[src/rtl/uart_rx_pkg.sv]
package uart_rx_pkg;
  localparam int NFLAGS = 4;
  localparam int CFG_W  = 5;

  // status bit positions
  localparam int FL_FULL = 0;
  localparam int FL_OVR  = 1;
  localparam int FL_FRM  = 2;
  localparam int FL_PAR  = 3;

  localparam logic [1:0] A_CTRL = 2'd0;
  localparam logic [1:0] A_STAT = 2'd1;
  localparam logic [1:0] A_DATA = 2'd2;

  typedef struct packed {
    logic stop2;
    logic par_odd;
    logic par_en;
    logic len7;
    logic irq_en;
  } rx_cfg_t;

  typedef enum logic [2:0] {
    ST_IDLE, ST_START, ST_DATA, ST_PAR, ST_STOP, ST_STOP2
  } rx_state_e;
endpackage

[src/rtl/rx_sync.sv]
module rx_sync #(
  parameter int STAGES = 2
) (
  input  logic clk_i,
  input  logic rst_ni,
  input  logic d_i,
  output logic q_o
);
  logic [STAGES-1:0] ff_q;

  generate
    for (genvar i = 0; i < STAGES; i++) begin : g_stage
      always_ff @(posedge clk_i or negedge rst_ni) begin
        if (!rst_ni) ff_q[i] <= 1'b1;
        else if (i == 0) ff_q[i] <= d_i;
        else ff_q[i] <= ff_q[(i == 0) ? 0 : i-1];
      end
    end
  endgenerate

  assign q_o = ff_q[STAGES-1];
endmodule

[src/rtl/rx_frame.sv]
module rx_frame
  import uart_rx_pkg::*;
#(
  parameter int OVS = 16,
  parameter int DW  = 8
) (
  input  logic          clk_i,
  input  logic          rst_ni,
  input  logic          tick_i,
  input  logic          rx_i,
  input  logic          block_i,
  input  rx_cfg_t       cfg_i,
  output logic          busy_o,
  output logic          done_o,
  output logic [DW-1:0] byte_o,
  output logic          fe_o,
  output logic          pe_o
);
  localparam int CW = $clog2(OVS);
  localparam int BW = $clog2(DW);
  localparam logic [CW-1:0] MID  = CW'(OVS/2 - 1);
  localparam logic [CW-1:0] LAST = CW'(OVS - 1);

  rx_state_e     state_q;
  logic [CW-1:0] cnt_q;
  logic [BW-1:0] bit_q;
  logic [DW-1:0] sr_q;
  logic          par_q;
  logic          stop_bad_q;
  rx_cfg_t       cfg_q;

  logic [BW-1:0] last_bit;
  logic [DW-1:0] byte_n;
  logic          pe_n;

  assign last_bit = cfg_q.len7 ? BW'(DW-2) : BW'(DW-1);
  assign byte_n   = cfg_q.len7 ? {1'b0, sr_q[DW-1:1]} : sr_q;
  assign pe_n     = cfg_q.par_en && (par_q != cfg_q.par_odd);
  assign busy_o   = (state_q != ST_IDLE);

  always_ff @(posedge clk_i or negedge rst_ni) begin
    if (!rst_ni) begin
      state_q    <= ST_IDLE;
      cnt_q      <= '0;
      bit_q      <= '0;
      sr_q       <= '0;
      par_q      <= 1'b0;
      stop_bad_q <= 1'b0;
      cfg_q      <= '0;
      done_o     <= 1'b0;
      byte_o     <= '0;
      fe_o       <= 1'b0;
      pe_o       <= 1'b0;
    end else begin
      done_o <= 1'b0;
      if (tick_i) begin
        case (state_q)
          ST_IDLE: begin
            if (!block_i && !rx_i) begin
              state_q <= ST_START;
              cnt_q   <= '0;
              cfg_q   <= cfg_i;  // format frozen for this frame
            end
          end
          ST_START: begin
            if (cnt_q == MID) begin
              cnt_q   <= '0;
              bit_q   <= '0;
              par_q   <= 1'b0;
              state_q <= rx_i ? ST_IDLE : ST_DATA;
            end else cnt_q <= cnt_q + 1'b1;
          end
          ST_DATA: begin
            if (cnt_q == LAST) begin
              cnt_q <= '0;
              sr_q  <= {rx_i, sr_q[DW-1:1]};
              par_q <= par_q ^ rx_i;
              bit_q <= bit_q + 1'b1;
              if (bit_q == last_bit) state_q <= cfg_q.par_en ? ST_PAR : ST_STOP;
            end else cnt_q <= cnt_q + 1'b1;
          end
          ST_PAR: begin
            if (cnt_q == LAST) begin
              cnt_q   <= '0;
              par_q   <= par_q ^ rx_i;
              state_q <= ST_STOP;
            end else cnt_q <= cnt_q + 1'b1;
          end
          ST_STOP: begin
            if (cnt_q == LAST) begin
              cnt_q      <= '0;
              stop_bad_q <= !rx_i;
              if (cfg_q.stop2) state_q <= ST_STOP2;
              else begin
                state_q <= ST_IDLE;
                done_o  <= 1'b1;
                byte_o  <= byte_n;
                fe_o    <= !rx_i;
                pe_o    <= pe_n;
              end
            end else cnt_q <= cnt_q + 1'b1;
          end
          ST_STOP2: begin
            // second stop bit timed but not judged
            if (cnt_q == LAST) begin
              cnt_q   <= '0;
              state_q <= ST_IDLE;
              done_o  <= 1'b1;
              byte_o  <= byte_n;
              fe_o    <= stop_bad_q;
              pe_o    <= pe_n;
            end else cnt_q <= cnt_q + 1'b1;
          end
          default: state_q <= ST_IDLE;
        endcase
      end
    end
  end
endmodule

[src/rtl/rx_regs.sv]
module rx_regs
  import uart_rx_pkg::*;
#(
  parameter int DW = 8
) (
  input  logic              clk_i,
  input  logic              rst_ni,
  input  logic              we_i,
  input  logic [1:0]        addr_i,
  input  logic [DW-1:0]     wdata_i,
  output logic [DW-1:0]     rdata_o,
  input  logic              done_i,
  input  logic [DW-1:0]     byte_i,
  input  logic              fe_i,
  input  logic              pe_i,
  output rx_cfg_t           cfg_o,
  output logic [NFLAGS-1:0] flags_o,
  output logic [DW-1:0]     data_o,
  output logic              err_any_o,
  output logic              irq_rx_o,
  output logic              irq_err_o
);
  logic [NFLAGS-1:0] keep_mask, set_vec;
  logic              ovr;

  assign ovr = flags_o[FL_FULL];

  always_comb begin
    keep_mask = '1;
    if (we_i && addr_i == A_STAT) keep_mask = wdata_i[NFLAGS-1:0];
    set_vec = '0;
    if (done_i) begin
      set_vec[FL_OVR]  = ovr;
      set_vec[FL_FRM]  = fe_i;
      set_vec[FL_PAR]  = pe_i;
      set_vec[FL_FULL] = !(ovr || fe_i || pe_i);
    end
  end

  always_ff @(posedge clk_i or negedge rst_ni) begin
    if (!rst_ni) begin
      flags_o <= '0;
      data_o  <= '0;
      cfg_o   <= '0;
    end else begin
      flags_o <= (flags_o & keep_mask) | set_vec;  // set wins over clear
      if (done_i && !ovr) data_o <= byte_i;
      if (we_i && addr_i == A_CTRL) cfg_o <= rx_cfg_t'(wdata_i[CFG_W-1:0]);
    end
  end

  always_comb begin
    case (addr_i)
      A_CTRL:  rdata_o = DW'(cfg_o);
      A_STAT:  rdata_o = DW'(flags_o);
      A_DATA:  rdata_o = data_o;
      default: rdata_o = '0;
    endcase
  end

  assign err_any_o = flags_o[FL_OVR] | flags_o[FL_FRM] | flags_o[FL_PAR];
  assign irq_rx_o  = cfg_o.irq_en & flags_o[FL_FULL];
  assign irq_err_o = cfg_o.irq_en & err_any_o;
endmodule

[src/rtl/uart_rx_err.sv]
module uart_rx_err
  import uart_rx_pkg::*;
#(
  parameter int OVS       = 16,
  parameter int DW        = 8,
  parameter int SYNC_STGS = 2
) (
  input  logic          clk_i,
  input  logic          rst_ni,
  input  logic          tick_i,
  input  logic          rx_i,
  input  logic          reg_we_i,
  input  logic [1:0]    reg_addr_i,
  input  logic [DW-1:0] reg_wdata_i,
  output logic [DW-1:0] reg_rdata_o,
  output logic          irq_rx_o,
  output logic          irq_err_o
);
  logic              rx_s;
  logic              frm_busy, frm_done, frm_fe, frm_pe;
  logic [DW-1:0]     frm_byte;
  rx_cfg_t           cfg;
  logic [NFLAGS-1:0] flags;
  logic [DW-1:0]     data;
  logic              err_any;
  logic              rx_block;

  // done pulse also blocks: its flags land one cycle later
  assign rx_block = err_any | frm_done;

  rx_sync #(.STAGES(SYNC_STGS)) u_sync (
    .clk_i (clk_i),
    .rst_ni(rst_ni),
    .d_i   (rx_i),
    .q_o   (rx_s)
  );

  rx_frame #(.OVS(OVS), .DW(DW)) u_frame (
    .clk_i  (clk_i),
    .rst_ni (rst_ni),
    .tick_i (tick_i),
    .rx_i   (rx_s),
    .block_i(rx_block),
    .cfg_i  (cfg),
    .busy_o (frm_busy),
    .done_o (frm_done),
    .byte_o (frm_byte),
    .fe_o   (frm_fe),
    .pe_o   (frm_pe)
  );

  rx_regs #(.DW(DW)) u_regs (
    .clk_i    (clk_i),
    .rst_ni   (rst_ni),
    .we_i     (reg_we_i),
    .addr_i   (reg_addr_i),
    .wdata_i  (reg_wdata_i),
    .rdata_o  (reg_rdata_o),
    .done_i   (frm_done),
    .byte_i   (frm_byte),
    .fe_i     (frm_fe),
    .pe_i     (frm_pe),
    .cfg_o    (cfg),
    .flags_o  (flags),
    .data_o   (data),
    .err_any_o(err_any),
    .irq_rx_o (irq_rx_o),
    .irq_err_o(irq_err_o)
  );
endmodule

[config.mk]
export PLATFORM = sky130hd
export DESIGN_NAME = uart_rx_err
export DESIGN_NICKNAME = d
export VERILOG_FILES = /design/src/rtl/uart_rx_pkg.sv /design/src/rtl/rx_sync.sv /design/src/rtl/rx_frame.sv /design/src/rtl/rx_regs.sv /design/src/rtl/uart_rx_err.sv
export SDC_FILE = /design/constraint.sdc
export NUM_CORES = 1
export LEC_CHECK = 0
export ABC_AREA = 1
export BUFFER_PORTS_ARGS = -buffer_cell sky130_fd_sc_hd__buf_2
export CORE_MARGIN = 2
export CORE_UTILIZATION = 30
export DETAILED_ROUTE_END_ITERATION = 8
export GPL_TIMING_DRIVEN = 0
export PLACE_DENSITY = 0.58
export SLEW_MARGIN = 20
export SYNTH_ARGS = -nofsm -noshare
export SYNTH_HDL_FRONTEND = slang
export SYNTH_SLANG_ARGS = --single-unit
[constraint.sdc]
create_clock -name clk_i -period 2 [get_ports clk_i]
set_input_delay 0.3 -clock clk_i [delete_from_list [all_inputs] [get_ports clk_i]]
set_output_delay 0.3 -clock clk_i [all_outputs]
set_load 0.01 [all_outputs]
# Word level (Yosys, flattened, before mapping)
# Index checks and enable logic that the tools add are counted.
# totals
reg_bits	54
# classes
muxes	43
reduce_logical	27
n_addsub	2
eq_ne	20
bitwise	8
# ops
op	n
two-way mux 3 bit	11
two-way mux 8 bit	4
case mux 8 bit (3 select lines)	1
two-way mux 4 bit	5
case mux 3 bit (6 select lines)	1
!= test 2 x 1 -> 1 bit, second input constant	8
case mux 8 bit (2 select lines)	1
two-way mux 1 bit	13
case mux 4 bit (3 select lines)	1
AND reduction 3 bit	4
case mux 1 bit (2 select lines)	4
AND reduction 4 bit	2
AND reduction 8 bit	1
equality test 3 x 2 -> 1 bit, second input constant	2
equality test 3 bit, second input constant	2
case mux 3 bit (2 select lines)	1
nonzero test 2 bit	3
logical AND 1 bit	5
AND reduction 5 bit	1
adder 4 x 1 -> 4 bit, second input constant	1
AND 4 bit	1
equality test 4 x 3 -> 1 bit, second input constant	1
equality test 4 bit, second input constant	1
logical NOT 1 bit	4
18 further kinds	22

# Logic depth before layout (Yosys ltp)
# Gate-level depths: netlist of run 1.
# logic_depth
word_depth	7
mapped_depth	10

# By module
# A second synthesis of run 1 with hierarchy kept.
# hier_totals
cells_unflattened	346
area_unflattened_um2	2743.9
# by_module_without_submodules
mod	instances	seq_area_each_um2	area_each_um2	cells_per_inst
rx_frame	1	875.8	1835.5	233
rx_regs	1	425.4	844.6	108
rx_sync	1	52.6	52.6	2
uart_rx_err	1	0.0	11.3	3

# Worst setup path before layout of run 1
# No wires, ideal clock.
# synth_path
path_type	reg-to-reg
start	reg u_frame.cnt_q[0]
end	reg u_frame.byte_o[1]
path_buffers	1
path_stages_with_launch	11
setup_ps	117
synth_period_minus_slack_ps	1397
path_slack_ps	603
required_ps	1883
arrival_time_ps	1280
cell_sequence	dfrtp_1 -> ha_1 -> nand2_1 -> inv_2 -> nand2_2 -> clkinv_1 -> nand2_4 -> nor2_8 -> buf_12 -> nand2_2 -> o21ai_2
# synth_via
elab_chain_cells	3
# synth_rtl
element	line_no	source
start, declared	rx_frame.sv:25	logic [CW-1:0] cnt_q;
start signal, assigned	rx_frame.sv:71	end else cnt_q <= cnt_q + 1'b1;
start signal, assigned	rx_frame.sv:80	end else cnt_q <= cnt_q + 1'b1;
start signal, assigned	rx_frame.sv:87	end else cnt_q <= cnt_q + 1'b1;
equality test 4 bit (*)	rx_frame.sv:90, rx_frame.sv:105	
!= test 2 x 1 -> 1 bit (no line)	--	
AND reduction 5 bit (no line) (*)	--	
end signal, assigned	rx_frame.sv:97	byte_o <= byte_n;
end signal, assigned	rx_frame.sv:109	byte_o <= byte_n;
end, declared	rx_frame.sv:15	output logic [DW-1:0] byte_o,
# Mark *: on every way between the ends. The rest lies on a longest branch, timed or not.
# A chain may end at the register's enable or synchronous reset.

# Worst setup path in the final report of run 1
# layout_path
start	reg u_frame.cnt_q[0]
end	reg u_frame.pe_o
# layout_via
elab_chain_cells	3
# layout_rtl
element	line_no	source
equality test 4 bit (*)	rx_frame.sv:90, rx_frame.sv:105	
!= test 2 x 1 -> 1 bit (no line)	--	
AND reduction 5 bit (no line) (*)	--	
end signal, assigned	rx_frame.sv:99	pe_o <= pe_n;
end signal, assigned	rx_frame.sv:111	pe_o <= pe_n;
end, declared	rx_frame.sv:17	output logic pe_o
# Marked as above.

==> impl_metrics.py, run 1 <==
metrics = {
    "route": {
        "wl_per_cell_um": 11.2,
        "detail-route-antenna-nets": 0,
        "num_vias": 2091,
        "firstDrtPassIters": 4,
        "drc_errors": 0,
        "drt_iter0_drc": 109,
        "vias_per_cell": 4.44,
        "totalWireLength_mm": 5.26,
    },
    "yosys": {
        "yosys.area.top_type_share_pct": 47.0,
        "synth_top_flop_cell": "dfrtp_1",
        "synthArstFlopShare_pct": 100,
        "syn_area_mm2": 0.00277,
        "avgSynthCellArea_um2": 8.37,
        "synth.area.top_cells": "dfrtp_1 47%, nand2_1 12%, inv_1 6.0%, o21ai_0 5.4%, o21ai_2 5.1%",
        "synth_warnings": 0,
        "ys_seq_elements": 54,
        "synth-edff-count": 0,
        "synth_cells": 331,
        "yosys-top-cells-count": "87 x nand2_1, 52 x dfrtp_1, 44 x inv_1",
        "synth_cell_type_count": 33,
        "yosys.area.top_type": "dfrtp_1",
        "syn_nets": 348,
        "synth.most_common_cell": "nand2_1",
        "synth_seq_area_share_pct": 48.8,
    },
    "clock_network": {
        "clk_latency_ns": 0.31,
        "cts.sinks": 54,
        "postCtsHoldBufs": 0,
        "root_buffer": "clkbuf_8",
        "numCtsBuffers": 5,
        "tritoncts": "built",
        "clkTransAtPathRegs_ns": 0.11,
        "clockBufferDepth": 2,
        "ctsHtreeMaxLevel": 2,
        "ctsResizeCount": 0,
        "post-cts-setup-buffer-count": 0,
    },
    "global_route": {
        "overflow": 0,
        "track_usage_pct": 11.4,
        "grt_pass1_vias": 2002,
        "grt_max_degree": 55,
        "grt_first_pass_wirelength_mm": 9.33,
        "antenna_found_initial": 0,
    },
    "timing": {
        "slew_viol_final": 0,
        "finClkSkew_ns": 0.0116,
        "setup_viol": 0,
        "period_minus_slack_ns": 1.53,
        "slew_headroom_pct": 55.6,
        "setup_tns_ns": 0,
        "fmax_ghz": 0.654,
        "hold_viol_final": 0,
        "worstMarginPinSlew_ns": 0.666,
        "fin_hold_ws_ns": 0.00926,
        "setup_ws_ns": 0.472,
        "fin_crit_sh_pct": 76.4,
        "rsz0062_at_grt": "false",
    },
    "placement": {
        "pre_cts_ws_ns": 0.484,
        "post_dp_cell_area_mm2": 0.00302,
        "port_buffers": 21,
        "place.gp.congestion": 0.878,
        "place_hpwl_mm": 3.98,
    },
    "layout": {
        "layout.nets": 376,
        "antenna_cells": 0,
        "fillers": 975,
        "areaGrowthSynthToFinish_pct": 12.2,
        "design_area_mm2": 0.00311,
        "drive_gt1_share_pct": 24.7,
    },
    "die": {
        "rows": 35,
        "io_pins": 25,
        "die_y_um": 100,
        "dieArea_mm2": 0.0100,
        "die_x_um": 100,
        "core_area_mm2": 0.00911,
        "start_util_pct": 30.4,
    },
    "power": {
        "powerDensity_mw_per_mm2": 918,
        "ir_worst_vdd_mv": 0.277,
        "power_leakage_nw": 1.57,
    },
    "critical_path": {
        "critPathLaunchType": "flip-flop",
        "end_kind": "flip-flop",
        "crit_type": "flip-flop to flip-flop",
        "worst_ep_arrival_time_ns": 1.73,
        "cp_max_fo": 10,
        "cp.required_ns": 2.21,
    },
    "status": {
        "outcome": "completed",
    },
    "run": {
        "drv_cap": 0,
    },
    "min_path": {
        "hp-class": "input pin to asynchronous set/reset pin",
    },
}
-- final cells by class --
class / count / area [um2] / area share [%]
clock buffers: 5 / 68.8 / 2.21
multi-input cells: 221 / 1170 / 37.7
inverters: 50 / 188 / 6.03
well taps: 111 / 139 / 4.47
flip-flops and latches: 54 / 1350 / 43.5
plain buffers: 6 / 57.6 / 1.85
repair buffers: 21 / 108 / 3.46
clock inverters: 3 / 23.8 / 0.764
-- layout by cell type, fill, tap and decap left out, types with 2 or more instances in the layout --
cell type,count
nor2_1,19
nor2_2,6
clkinvlp_4,2
o21ai_0,30
buf_4,2
nand2_2,19
nand3b_1,2
o211ai_1,2
dfrtp_1,52
buf_2,20
a21oi_1,6
ha_1,2
inv_2,5
nand3_2,2
nand2_4,3
clkbuf_1,2
nor3_1,2
clkbuf_8,5
nand2_1,87
buf_6,2
nand3_1,14
o21ai_2,16
inv_1,44
dfstp_2,2
xor2_1,2
-- registers in the layout, indices dropped and copies added (netlist names) --
| signal | flops |
|---|---|
| u_frame.fe_o | 1 |
| u_frame.done_o | 1 |
| u_frame.sr_q | 8 |
| u_regs.data_o | 8 |
| u_frame.cnt_q | 4 |
| u_frame.cfg_q | 4 |
| u_frame.state_q | 3 |
| u_frame.bit_q | 3 |
| u_frame.stop_bad_q | 1 |
| u_sync.q_o | 1 |
| u_frame.pe_o | 1 |
| u_frame.par_q | 1 |
| u_regs.flags_o | 4 |
| u_frame.byte_o | 8 |
| u_regs.cfg_o | 5 |
| u_sync.ff_q | 1 |
-- routing by layer --
layer | track usage (%) | wire [um] | share of wire (%) | vias up
li1 | - | - | - | 1094
met1 | 16.2 | 2690 | 51 | 963
met2 | 18.0 | 2380 | 45 | 28
met3 | 1.81 | 142 | 2.7 | 6
met4 | 3.69 | 58 | 1.1 | 0
met5 | 0 | 0 | 0 | -
-- report_power, final --
part	internal, mW	switching [mW]
registers	1.22	0.139
logic	0.295	0.575
clock network	0.251	0.378
total	1.76	1.09
-- path summary, 6_finish.rpt --
path / start / slack (ns) / cells past startpoint / end
setup / recovery: u_frame.cnt_q[0] / 0.47 / 10 / u_frame.pe_o
hold / removal: rst_ni / 0.009 / 1 / u_regs.data_o[5]
setup reg to reg: u_frame.cnt_q[0] / 0.47 / 10 / u_frame.pe_o
hold reg to reg: u_sync.ff_q[0] / 0.36 / 0 / u_sync.q_o
max in group asynchronous: rst_ni / 1.53 / 1 / u_frame.par_q
min in group clk_i: rx_i / 0.09 / 1 / u_sync.ff_q[0]
-- metrics by stage --
| stage | std cells | total power [mW] | util, % |
|---|---|---|---|
| 6_report | 471 | 2.86 | 34.1 |
| 3_3_place_gp | 463 | 2.23 | 33.1 |
| 3_5_place_dp | 463 | 2.25 | 33.1 |
| 5_1_grt | 471 | 3.08 | 34.1 |
| 4_1_cts | 471 | 2.89 | 34.1 |
| 2_1_floorplan | 331 | 2.03 | - |
-- critical path: stages (launching register included) --
cell,delay (ns)
dfrtp_1,0.43
ha_1,0.23
nand2_1,0.07
inv_2,0.05
nand2_2,0.10
clkinv_1,0.14
nand2_4,0.12
nor2_8,0.05
buf_12,0.14
nand2_2,0.06
o21ai_2,0.05
-- cells by family (layout without fill, tap and decap cells) --
logic type	after synthesis	after routing	synth area share (%)
simple gates	157	157	26.9
flops	54	54	48.8
xor+xnor	3	3	0.948
buf+inv	56	85	8.85
fa+ha+maj	2	2	0.903
mux	1	1	0.406
compound gates	58	58	13.2
(Power assumes the default switching activity.)
==> run 2, diff against run 1 <==
==> constraint.sdc (replaced) <==
create_clock -name clk_i -period 1.5 [get_ports clk_i]
set_input_delay 0.225 -clock clk_i [delete_from_list [all_inputs] [get_ports clk_i]]
set_output_delay 0.225 -clock clk_i [all_outputs]
set_load 0.01 [all_outputs]
==> impl_metrics.py, run 2 (synthesis gave the netlist of run 1 again) <==
metrics = {
    "layout": {
        "drive_gt1_share_pct": 29.1,
        "design_area_mm2": 0.00325,
        "antenna_cells": 0,
        "post-route-util_pct": 35.7,
        "areaGrowthSynthToFinish_pct": 17.4,
        "final_common_cell": "nand2_1",
        "largest_registers": "u_frame.byte_o x8, u_frame.sr_q x8, u_regs.data_o x8",
        "layout.nets": 384,
        "final_cell_mix": "84 x nand2_1, 50 x dfrtp_1, 43 x inv_1",
        "final_cells": 479,
    },
    "clock_network": {
        "cts.sinks": 54,
        "clk_latency_ns": 0.31,
        "ctsHtreeMaxLevel": 2,
        "root_buffer": "clkbuf_8",
        "tritoncts": "built",
        "numCtsBuffers": 5,
        "clkTransAtPathRegs_ns": 0.11,
        "clockBufferDepth": 2,
    },
    "power": {
        "powerDensity_mw_per_mm2": 1210,
        "power_mw": 3.94,
        "power_leakage_nw": 1.65,
        "ir_worst_vdd_mv": 0.387,
    },
    "critical_path": {
        "crit_type": "flip-flop to flip-flop",
        "worst_ep_arrival_time_ns": 1.68,
        "cp_top_family": "simple AND/OR/NAND/NOR gates",
        "r2r_end": "u_frame.byte_o[2]",
        "r2r_slack_ns": 0.07,
        "worstPathCellList": "ha_2 > nand2_1 > inv_2 > nand2_4 > inv_4 > nand2_4 > nor2_8 > clkbuf_16 > nand2_2 > o21ai_2",
        "cp_max_fo": 5,
        "r2r_start": "u_frame.cnt_q[1]",
        "crit_top_cell": "nand2_4",
        "reg2reg_depth": 10,
        "end_kind": "flip-flop",
        "cp.required_ns": 1.75,
        "crit_slowest_cell": "dfrtp_1",
        "crit_buf_inv": 3,
        "critPathLaunchType": "flip-flop",
        "slowest_delay_ns": 0.39,
    },
    "timing": {
        "slew_viol_final": 0,
        "worstMarginPinSlew_ns": 0.671,
        "setup_viol": 0,
        "finClkSkew_ns": 0.0104,
        "fin_crit_sh_pct": 95.0,
        "fin_hold_ws_ns": 0.0159,
        "slew_headroom_pct": 55.2,
        "fmax_ghz": 0.702,
        "period_minus_slack_ns": 1.43,
        "hold_viol_final": 0,
    },
    "placement": {
        "place.gp.congestion": 0.878,
        "port_buffers": 21,
        "place_hpwl_mm": 3.98,
        "dp_cells": 463,
        "post_dp_cell_area_mm2": 0.00302,
    },
    "min_path": {
        "hold_end": "u_sync.ff_q[0]",
        "hold_start": "rx_i",
        "hp-class": "input pin to flip-flop",
        "hold_depth": 1,
    },
    "die": {
        "rows": 35,
        "die_x_um": 100,
        "io_pins": 25,
        "die_y_um": 100,
        "core_area_mm2": 0.00911,
        "start_util_pct": 30.4,
        "dieArea_mm2": 0.0100,
    },
    "global_route": {
        "antenna_found_initial": 0,
        "grt_first_pass_wirelength_mm": 9.36,
        "grt_max_degree": 55,
        "grt_pass1_vias": 2008,
        "overflow": 0,
        "track_usage_pct": 11.5,
    },
    "status": {
        "outcome": "completed",
    },
    "route": {
        "wl_per_cell_um": 11.4,
        "detail-route-antenna-nets": 0,
        "totalWireLength_mm": 5.47,
        "vias_per_cell": 4.48,
        "drc_errors": 0,
        "drt_iter0_drc": 98,
        "firstDrtPassIters": 4,
        "num_vias": 2145,
    },
    "run": {
        "drv_cap": 0,
    },
}
-- run 2: changes by cell type in the layout (fill, tap and decap cells not counted), sizes merged --
cell         before  now
inv              50   51
clkinv            1    0
clkbuf            7    8
dlygate4sd3       0    1
buf              25   31
-- run 2: how the worst max path moves through the flow --
stage / startpoint / endpoint / slack, ns / depth (start not counted)
6_report: u_frame.cnt_q[1] / u_frame.byte_o[2] / 0.07 / 10
5_1_grt: u_frame.cnt_q[1] / u_frame.byte_o[2] / -0.01 / 10
4_1_cts: u_frame.cnt_q[1] / u_frame.sr_q[7] / 0.04 / 9
3_5_place_dp: u_frame.cnt_q[0] / u_frame.byte_o[2] / -0.02 / 10
3_3_place_gp: u_frame.cnt_q[0] / u_frame.byte_o[2] / 0.007 / 10
2_1_floorplan: u_frame.cnt_q[0] / u_frame.byte_o[1] / 0.10 / 10
-- run 2: area by class of cell --
class,count,area [um2]
plain buffers,6,70.1
clock buffers,5,68.8
clock inverters,3,23.8
fillers,962,5860
inverters,50,190
multi-input cells,221,1220
flip-flops and latches,54,1360
well taps,111,139
repair buffers,29,188
-- run 2: worst register-to-register path, cell delays in order (launching register included) --
cell and delay, ns:
dfrtp_1 0.39, ha_2 0.19, nand2_1 0.06, inv_2 0.08
nand2_4 0.09, inv_4 0.08, nand2_4 0.06, nor2_8 0.15
clkbuf_16 0.17, nand2_2 0.05, o21ai_2 0.05
-- run 2: what timing repair did --
item,CTS,global route
gates cloned,0,1
setup buffers,1,5
gates resized for setup,1,19
pin swaps,0,5
hold buffers,1,0
setup endpoints to repair,11,28
endpoints found under the hold margin,52,0
-- run 2: report_power, final --
group	switching, mW	internal [mW]
combinational	0.828	0.463
clock	0.504	0.335
sequential	0.179	1.63
total	1.51	2.43
-- run 2: layer usage --
layer	vias to the layer above	share of wire, %	track usage, %
met5	-	0	0
met4	0	1.1	3.69
met3	5	3.6	1.81
met2	37	46	18.0
met1	997	50	16.3
li1	1106	-	-
-- run 2: stage by stage --
| step | setup slack, ns | setup TNS (ns) |
|---|---|---|
| after floorplan | 0.103 | 0 |
| after global placement | 0.00709 | 0 |
| after detailed placement | -0.0161 | -0.0979 |
| after CTS | 0.0352 | 0 |
| after global routing | -0.0116 | -0.0496 |
| final | 0.0749 | 0 |
==> run 3, diff against run 2 <==
--- a/config.mk
+++ b/config.mk
@@ -9,6 +9,8 @@
 export BUFFER_PORTS_ARGS = -buffer_cell sky130_fd_sc_hd__buf_2
 export CORE_MARGIN = 2
 export CORE_UTILIZATION = 30
+export CTS_BUF_LIST = sky130_fd_sc_hd__clkbuf_16
+export CTS_CLUSTER_SIZE = 24
 export DETAILED_ROUTE_END_ITERATION = 8
 export GPL_TIMING_DRIVEN = 0
 export PLACE_DENSITY = 0.58
==> impl_metrics.py, run 3 (synthesis gave the netlist of run 1 again) <==
metrics = {
    "critical_path": {
        "critPathLaunchType": "flip-flop",
        "cp.required_ns": 1.73,
        "crit_slowest_cell": "dfrtp_1",
        "worstPathCellList": "ha_2 > nand2_2 > inv_2 > nand2_4 > inv_4 > nand2_4 > nor2_8 > clkbuf_16 > nand2_4 > o21ai_2",
        "cp_top_family": "flip-flops",
        "crit_buf_inv": 3,
        "slowest_delay_ns": 0.40,
        "setup.worst_path.start": "u_frame.cnt_q[0]",
        "worst_ep_arrival_time_ns": 1.69,
        "crit_top_cell": "nand2_4",
        "cp_max_fo": 5,
        "r2r_start": "u_frame.cnt_q[0]",
        "end_kind": "flip-flop",
        "crit_type": "flip-flop to flip-flop",
    },
    "run": {
        "drv_cap": 0,
    },
    "clock_network": {
        "numCtsBuffers": 5,
        "clk_latency_ns": 0.30,
        "cts.sinks": 54,
        "clkTransAtPathRegs_ns": 0.08,
        "ctsHtreeMaxLevel": 2,
        "clockBufferDepth": 2,
        "root_buffer": "clkbuf_16",
        "tritoncts": "built",
    },
    "route": {
        "num_vias": 2131,
        "firstDrtPassIters": 4,
        "totalWireLength_mm": 5.61,
        "drt_iter0_drc": 76,
        "wl_per_cell_um": 11.8,
        "vias_per_cell": 4.48,
        "drc_errors": 0,
        "detail-route-antenna-nets": 0,
    },
    "global_route": {
        "grt_max_degree": 55,
        "overflow": 0,
        "antenna_found_initial": 0,
        "grt_first_pass_wirelength_mm": 9.47,
        "track_usage_pct": 11.7,
        "grt_pass1_vias": 2024,
    },
    "die": {
        "dieArea_mm2": 0.0100,
        "die_x_um": 100,
        "die_y_um": 100,
        "io_pins": 25,
        "core_area_mm2": 0.00911,
        "start_util_pct": 30.4,
        "rows": 35,
    },
    "timing": {
        "setup_viol": 0,
        "hold_viol_final": 0,
        "fmax_ghz": 0.684,
        "fin_hold_ws_ns": 0.0357,
        "setup_tns_ns": 0,
        "finClkSkew_ns": 0.00751,
        "slew_viol_final": 0,
        "fin_crit_sh_pct": 97.5,
        "setup_ws_ns": 0.0376,
        "period_minus_slack_ns": 1.46,
        "worstMarginPinSlew_ns": 0.676,
        "slew_headroom_pct": 54.9,
        "rsz0062_at_grt": "true",
    },
    "power": {
        "power_leakage_nw": 1.77,
        "powerDensity_mw_per_mm2": 1260,
        "ir_worst_vdd_mv": 0.536,
    },
    "layout": {
        "final_cell_mix": "77 x nand2_1, 51 x dfrtp_1, 42 x inv_1",
        "largest_registers": "u_frame.byte_o x8, u_frame.sr_q x8, u_regs.data_o x8",
        "antenna_cells": 0,
        "areaGrowthSynthToFinish_pct": 21.6,
        "drive_gt1_share_pct": 30.4,
        "layout.nets": 381,
        "final_common_cell": "nand2_1",
        "post-route-util_pct": 37.0,
        "final_cells": 476,
    },
    "placement": {
        "place.gp.congestion": 0.878,
        "pre_cts_ws_ns": -0.0161,
        "place_hpwl_mm": 3.98,
        "port_buffers": 21,
        "dp_cells": 463,
    },
    "status": {
        "outcome": "completed",
    },
    "min_path": {
        "hold_start": "rx_i",
        "hp-class": "input pin to flip-flop",
    },
}
run 3: cell types whose count changed in the layout (fill, tap and decap cells not counted), moves of 2 or more:
cell	previous run	this run
nand2_4	5	14
nand2_1	84	77
clkbuf_16	1	7
buf_4	8	3
clkbuf_8	5	0
nand2_2	20	18
run 3: routing by layer:
layer	vias up	track usage, %	wire length [um]
met5	-	0	0
met4	0	3.79	71
met3	6	2.23	197
met2	43	18.3	2590
met1	980	16.3	2750
li1	1102	-	-
run 3: path summary, 6_finish.rpt:
check                                     end  slack, ns  cells after the start
max in group asynchronous  u_frame.state_q[0]       0.50                      2
min in group asynchronous    u_regs.data_o[5]       0.51                      2
hold reg to reg                    u_sync.q_o       0.36                      0
hold / removal                 u_sync.ff_q[0]       0.04                      1
setup reg to reg            u_frame.byte_o[3]       0.04                     10
setup / recovery            u_frame.byte_o[3]       0.04                     10
run 3: timing repair:
action                                 in CTS  in global routing
setup endpoints to repair                  10                 28
pin swaps                                   0                  7
hold buffers                                1                  0
endpoints found under the hold margin      21                  0
gates cloned                                0                  2
setup buffers                               0                  2
resized for setup                           1                 36
run 3: layout make-up:
type,count,area [um2]
plain buffers,6,70.1
inverters,50,190
multi-input cells,221,1280
clock inverters,3,23.8
well taps,111,139
clock buffers,5,125
fillers,936,5740
repair buffers,26,186
flip-flops and latches,54,1360
run 3: metrics by stage:
| stage | power, mW | cell area, um2 |
|---|---|---|
| after detailed placement | 3.00 | 3020 |
| final | 4.23 | 3370 |
| after global routing | 4.52 | 3370 |
| after floorplan | 2.71 | 2770 |
| after global placement | 2.98 | 3020 |
| after CTS | 4.19 | 3180 |
run 3: worst reg2reg max path, cell delays in order, from the launching register on:
cell and delay [ns]:
dfrtp_1 0.40, ha_2 0.21, nand2_2 0.05, inv_2 0.08, nand2_4 0.09, inv_4 0.08
nand2_4 0.06, nor2_8 0.15, clkbuf_16 0.18, nand2_4 0.05, o21ai_2 0.06
run 3: power by group:
| part | total (mW) | leakage, nW | switching, mW | internal, mW |
|---|---|---|---|---|
| sequential | 1.82 | 0.661 | 0.191 | 1.63 |
| combinational | 1.24 | 1.04 | 0.822 | 0.420 |
| clock | 1.17 | 0.0664 | 0.547 | 0.625 |
| total | 4.23 | 1.77 | 1.56 | 2.67 |
